$ cat src/rtl/wp_unlock_pkg.sv
// Package: shared constants and the key byte table of the unlock sequencer.
// Assumes a key of exactly seven entries; the byte order is the unlock order.
package wp_unlock_pkg;
    localparam int KEY_LEN = 7;
    localparam int STEP_W  = $clog2(KEY_LEN + 1);

    // Returns the key byte expected at a given step; zero past the end.
    function automatic logic [7:0] key_byte(input logic [STEP_W-1:0] idx);
        case (idx)
            3'd0:    key_byte = 8'hC6;
            3'd1:    key_byte = 8'h9A;
            3'd2:    key_byte = 8'h59;
            3'd3:    key_byte = 8'hA3;
            3'd4:    key_byte = 8'h57;
            3'd5:    key_byte = 8'h67;
            3'd6:    key_byte = 8'hD2;
            default: key_byte = 8'h00;
        endcase
    endfunction
endpackage

$ cat src/rtl/wp_key_table.sv
// Module: gives the address and byte expected at the current step.
// Assumes key entries sit on consecutive words starting at BASE.
module wp_key_table
    import wp_unlock_pkg::*;
#(
    parameter int ADDR_W = 12,
    parameter int BASE   = 4,
    parameter int STRIDE = 4
) (
    input  logic [STEP_W-1:0] idx,
    output logic [ADDR_W-1:0] exp_addr,
    output logic [7:0]        exp_byte
);
    // Computes the expected address and key byte for idx.
    always_comb begin
        exp_addr = ADDR_W'(BASE) + ADDR_W'(STRIDE) * ADDR_W'(idx);
        exp_byte = key_byte(idx);
    end
endmodule

$ cat src/rtl/wp_write_decode.sv
// Module: classifies a bus write against the key window and expected entry.
// Assumes only the low data byte is significant for the key.
module wp_write_decode
    import wp_unlock_pkg::*;
#(
    parameter int ADDR_W = 12,
    parameter int DATA_W = 32,
    parameter int BASE   = 4,
    parameter int STRIDE = 4
) (
    input  logic              bus_wr,
    input  logic [ADDR_W-1:0] bus_addr,
    input  logic [DATA_W-1:0] bus_wdata,
    input  logic [ADDR_W-1:0] exp_addr,
    input  logic [7:0]        exp_byte,
    output logic              in_window,
    output logic              hit_expected,
    output logic              hit_first
);
    localparam logic [ADDR_W-1:0] WIN_LO = ADDR_W'(BASE);
    localparam logic [ADDR_W-1:0] WIN_HI = ADDR_W'(BASE + STRIDE * (KEY_LEN - 1));

    logic [7:0] wbyte;
    logic       unused_hi;

    assign wbyte     = bus_wdata[7:0];
    assign unused_hi = &{1'b0, bus_wdata[DATA_W-1:8]};

    // Flags a window write, a match of the next entry, and a match of entry one.
    always_comb begin
        in_window    = bus_wr && (bus_addr >= WIN_LO) && (bus_addr <= WIN_HI);
        hit_expected = in_window && (bus_addr == exp_addr) && (wbyte == exp_byte);
        hit_first    = in_window && (bus_addr == WIN_LO) && (wbyte == key_byte('0));
    end
endmodule

$ cat src/rtl/wp_step_fsm.sv
// Module: holds the step count and the registered unlocked flag.
// Assumes decode flags are valid only when a write is present.
module wp_step_fsm
    import wp_unlock_pkg::*;
(
    input  logic              clk,
    input  logic              rst_n,
    input  logic              relock,
    input  logic              in_window,
    input  logic              hit_expected,
    input  logic              hit_first,
    output logic [STEP_W-1:0] step,
    output logic              unlocked
);
    localparam logic [STEP_W-1:0] LAST = STEP_W'(KEY_LEN - 1);

    // Advances, restarts or clears the search; holds once open.
    always_ff @(posedge clk) begin
        if (!rst_n || relock) begin
            step     <= '0;
            unlocked <= 1'b0;
        end else if (!unlocked && in_window) begin
            if (hit_expected) begin
                step     <= step + 1'b1;
                unlocked <= (step == LAST);
            end else begin
                step <= hit_first ? STEP_W'(1) : '0;
            end
        end
    end
endmodule

$ cat src/rtl/wp_unlock_seq.sv
// Module: top of the write-protection unlock sequencer.
// Assumes one write per cycle on the monitored bus; relock is synchronous.
module wp_unlock_seq
    import wp_unlock_pkg::*;
#(
    parameter int ADDR_W = 12,
    parameter int DATA_W = 32,
    parameter int BASE   = 4,
    parameter int STRIDE = 4
) (
    input  logic              clk,
    input  logic              rst_n,
    input  logic              bus_wr,
    input  logic [ADDR_W-1:0] bus_addr,
    input  logic [DATA_W-1:0] bus_wdata,
    input  logic              relock,
    output logic              unlocked,
    output logic [STEP_W-1:0] progress
);
    logic [ADDR_W-1:0] exp_addr;
    logic [7:0]        exp_byte;
    logic              in_window;
    logic              hit_expected;
    logic              hit_first;

    wp_key_table #(.ADDR_W(ADDR_W), .BASE(BASE), .STRIDE(STRIDE)) u_table (
        .idx      (progress),
        .exp_addr (exp_addr),
        .exp_byte (exp_byte)
    );

    wp_write_decode #(.ADDR_W(ADDR_W), .DATA_W(DATA_W), .BASE(BASE), .STRIDE(STRIDE)) u_decode (
        .bus_wr       (bus_wr),
        .bus_addr     (bus_addr),
        .bus_wdata    (bus_wdata),
        .exp_addr     (exp_addr),
        .exp_byte     (exp_byte),
        .in_window    (in_window),
        .hit_expected (hit_expected),
        .hit_first    (hit_first)
    );

    wp_step_fsm u_fsm (
        .clk          (clk),
        .rst_n        (rst_n),
        .relock       (relock),
        .in_window    (in_window),
        .hit_expected (hit_expected),
        .hit_first    (hit_first),
        .step         (progress),
        .unlocked     (unlocked)
    );
endmodule

$ cat config.mk
export PLATFORM = sky130hd
export DESIGN_NAME = wp_unlock_seq
export DESIGN_NICKNAME = d
export VERILOG_FILES = /design/src/rtl/wp_unlock_pkg.sv /design/src/rtl/wp_key_table.sv /design/src/rtl/wp_write_decode.sv /design/src/rtl/wp_step_fsm.sv /design/src/rtl/wp_unlock_seq.sv
export SDC_FILE = /design/constraint.sdc
export NUM_CORES = 1
export LEC_CHECK = 0
export BUFFER_PORTS_ARGS = -buffer_cell sky130_fd_sc_hd__buf_2
export CORE_ASPECT_RATIO = 0.75
export CORE_UTILIZATION = 38
export CTS_CLUSTER_SIZE = 30
export DETAILED_ROUTE_END_ITERATION = 8
export PLACE_DENSITY = 0.76
export SYNTH_ARGS = -nofsm -noshare
export SYNTH_HDL_FRONTEND = slang
export SYNTH_HIERARCHICAL = 1
export SYNTH_SLANG_ARGS = --single-unit
$ cat constraint.sdc
create_clock -name clk -period 2.55 [get_ports clk]
set_input_delay 0.1275 -clock clk [delete_from_list [all_inputs] [get_ports clk]]
set_output_delay 0.1275 -clock clk [all_outputs]
set_load 0.05 [all_outputs]
==> reports/qor.json <==
{
  "cp_cell_sequence": "inv_4 > ha_4 > and2_4 > a211o_1 > xor2_1 > nor4_1 > nand4_1 > nor4_4 > nand2_1 > or3_1 > a21oi_1",
  "critPathKind": "reg -> reg",
  "max_slew_margin_pct": 58.3,
  "wl_per_cell_um": 12.3,
  "total_chip_power_uw": 197,
  "cts_num_sinks": 4,
  "ctsHoldBuffers": 0,
  "worst_voltage_drop_across_the_vdd_grid_mv": 0.318,
  "worst-endpoint-arrival_ns": 2.60,
  "worst-r2r-setup-slack_ns": 0.11,
  "cts_tree": "built",
  "die_h_um": 41.8,
  "timing.hold.worst_path_depth": 3,
  "cpPeakStageDelay_ns": 0.38,
  "status": "finished, final reports clean",
  "setup_total_negative_slack_ns": 0,
  "synth_seq_area_share_pct": 9.97,
  "synthesized_area_per_cell_um2": 7.80,
  "timing.critical_path.slowest_stage_cell": "dfxtp_4",
  "hold_path_end": "u_fsm/step[1]$_SDFFE_PP0P_",
  "layout_commonest_cell": "buf_2",
  "grt_antenna_before_repair": 0,
  "finalHoldViolCount": 0,
  "syn2layout_area_growth_pct": 41.4,
  "syn_inst": 103,
  "final_antenna_net_count": 0,
  "power.clock.fraction_pct": 39.0,
  "netSwitchingFraction_pct": 28.5,
  "cellLeakagePower_uw": 0.000514,
  "layout.nets": 202,
  "worstHoldPathType": "in -> reg",
  "detail_route.wirelength_mm": 2.05,
  "route.vias.total": 836,
  "cts_buffer_depth": 2,
  "place_congestion": 0.792,
  "crit-reg2reg-launch": "u_fsm/step[1]$_SDFFE_PP0P_",
  "grt.overflow.total": 0,
  "finalCritPeriodShare_pct": 95.7,
  "r2r.worst_path.cells": 11,
  "cp_max_fo": 5,
  "fin_worst_skew_ns": 0.00269,
  "min_from": "rst_n",
  "post-place-ws_ns": -0.165,
  "num-fill-cells": 186,
  "worst_r2r_endpoint": "u_fsm/step[2]$_SDFFE_PP0P_",
  "max_freq_ghz": 0.410,
  "design_internal_power_uw": 141,
  "core_region_area_um2": 2000,
  "worst_setup_path_start_kind": "flip-flop",
  "cts_root_buffer": "clkbuf_4",
  "grt_pass1_wl_mm": 3.15,
  "clk_pin_slew_worst_paths_ns": 0.04,
  "place_hpwl_mm": 1.63,
  "nature_of_the_critical_path_endpoint": "flip-flop",
  "required_ns": 2.71,
  "pwr-share-seq_pct": 30.8,
  "grt_pass1_vias": 795,
  "drt-vias-per-instance": 5.01,
  "setup_viol_count_final": 0,
  "h-tree-depth": 1,
  "first_iter_violations": 12,
  "final_core_utilization_pct": 56.9,
  "cts_inserted_buffers": 3,
  "initial_standard_cell_utilization_of_the_core_pct": 40.2,
  "route.detailed.drc": 0,
  "setup_ws_ns": 0.109,
  "tightestPinTransition_ns": 0.615,
  "drive_above_1_share_pct": 45.5,
  "placed_cells_incl_taps": 162,
  "floorplan.rows": 14,
  "grtUsageTotal_pct": 18.5,
  "power_per_cell_area_nw_per_um2": 174,
  "unrepaired_setup_endpoints_after_global_routing": "true",
  "timing.max_cap.violations": 0,
  "netlist_area_before_placement_um2": 803,
  "clkLatencyLatePin_ns": 0.23,
  "maxSlewViolCount": 0,
  "switching_power_uw": 56.2,
  "die_width_um": 55.1,
  "post_synth_num_cell_types": 30,
  "combPwrFrac_pct": 30.2,
  "yosysWarnings": 6,
  "port_buffers": 27,
  "n_antenna_cell": 0,
  "final-instance-count-excl-fill": 167,
  "min_period_ns": 2.44,
  "detailedRoute.firstPassIterationCount": 4,
  "mostFrequentLayoutCells": "27 x buf_2, 17 x xor2_1, 12 x buf_4",
  "postSynthRegisterBits": 4,
  "maximum_number_of_pins_on_one_net_before_global_route_repair": 7,
  "boundaryPins": 52,
  "die-area_um2": 2300
}
==> timing repair <==
item / CTS / global route
resized for setup: 14 / 6
setup endpoints to repair: 3 / 4
buffers inserted: 2 / 0
hold endpoints to repair: 0 / 0
pin swaps: 11 / 5
==> power groups by stage <==
stage	sequential (uW)	combinational [uW]	clock (uW)
floorplan	61.7	33.8	0
global placement	61.7	52.5	0
detailed placement	61.7	55.3	0
CTS	60.8	55.7	80.1
global route	60.7	64.7	85.1
finish	60.8	59.7	76.9
==> synthesized netlist by cell type (all sizes together) <==
master,number,area share (%)
a211o,1,1.1
a21bo,1,1.2
a21oi,3,1.9
a41oi,1,1.1
and2,2,1.6
buf,9,8.9
conb,1,0.47
dfxtp,4,10
ha,9,14
inv,4,1.9
nand2,7,3.3
nand2b,3,4.2
nand3,2,1.2
nand4,4,3.1
nor2,10,4.7
nor2b,2,1.6
nor3b,1,0.93
nor4,7,6.2
nor4b,1,1.9
o21ai,5,3.1
o311ai,1,1.1
o32ai,1,1.1
or3,2,1.6
or3b,1,1.1
xnor2,4,4.4
xor2,17,19
==> stage by stage <==
stage | area [um^2] | hold WS, ns
3_3_place_gp | 1020 | 0.447
3_5_place_dp | 1020 | 0.465
2_1_floorplan | 847 | 0.315
6_report | 1140 | 0.218
5_1_grt | 1140 | 0.238
4_1_cts | 1110 | 0.213
==> worst max-delay path by stage <==
stage / start / to / slack [ns] / depth (start not counted)
floorplan: u_fsm/step[0]$_SDFFE_PP0P_ / u_fsm/step[1]$_SDFFE_PP0P_ / 0.03 / 11
global placement: u_fsm/step[1]$_SDFFE_PP0P_ / u_fsm/step[1]$_SDFFE_PP0P_ / -0.01 / 11
detailed placement: u_fsm/step[1]$_SDFFE_PP0P_ / u_fsm/step[2]$_SDFFE_PP0P_ / -0.17 / 12
CTS: u_fsm/step[1]$_SDFFE_PP0P_ / u_fsm/step[2]$_SDFFE_PP0P_ / 0.00008 / 12
global route: u_fsm/step[1]$_SDFFE_PP0P_ / u_fsm/step[1]$_SDFFE_PP0P_ / -0.08 / 11
finish: u_fsm/step[1]$_SDFFE_PP0P_ / u_fsm/step[2]$_SDFFE_PP0P_ / 0.11 / 11
==> per-layer routing <==
| layer | part of all wire [%] | up-vias | routed length, um | GRT usage [%] |
|---|---|---|---|---|
| met5 | 0 | - | 0 | 0 |
| met2 | 49 | 26 | 1000 | 32.5 |
| met1 | 46 | 385 | 940 | 23.3 |
| li1 | - | 425 | - | - |
| met3 | 5.3 | 0 | 108 | 4.40 |
| met4 | 0 | 0 | 0 | 1.50 |
==> critical path, delay by kind of cell, from the launching register on <==
kind | cells | cell delay (ns)
simple gates | 6 | 1.19
fa+ha+maj | 1 | 0.17
compound gates | 2 | 0.40
buf+inv | 1 | 0.06
flops | 1 | 0.38
xor+xnor | 1 | 0.15
==> layout make-up <==
cell class / instances / area, um^2 / area share (%)
clock buffer: 3 / 22.5 / 1.98
inverter: 4 / 17.5 / 1.54
multi-input combinational: 93 / 752 / 66.2
sequential: 4 / 88.8 / 7.82
tap: 24 / 30.0 / 2.64
timing repair buffer: 39 / 225 / 19.8
==> registers in the layout, summed over array words and instances, names as in the netlist <==
register	count
u_fsm/unlocked	1
u_fsm/step	3
==> kinds of logic (layout without fill, tap and decap cells) <==
kind of cell    after synthesis  after routing  share of synthesized area [%]
xor+xnor                     21             21                           22.9
other cells                   1              8                          0.467
flops                         4              4                           9.97
buf+inv                      13             46                           10.7
compound gates               13             13                           10.6
simple gates                 42             42                           31.3
fa+ha+maj                     9              9                           14.0
No activity file was read; power rests on OpenSTA's default activity.
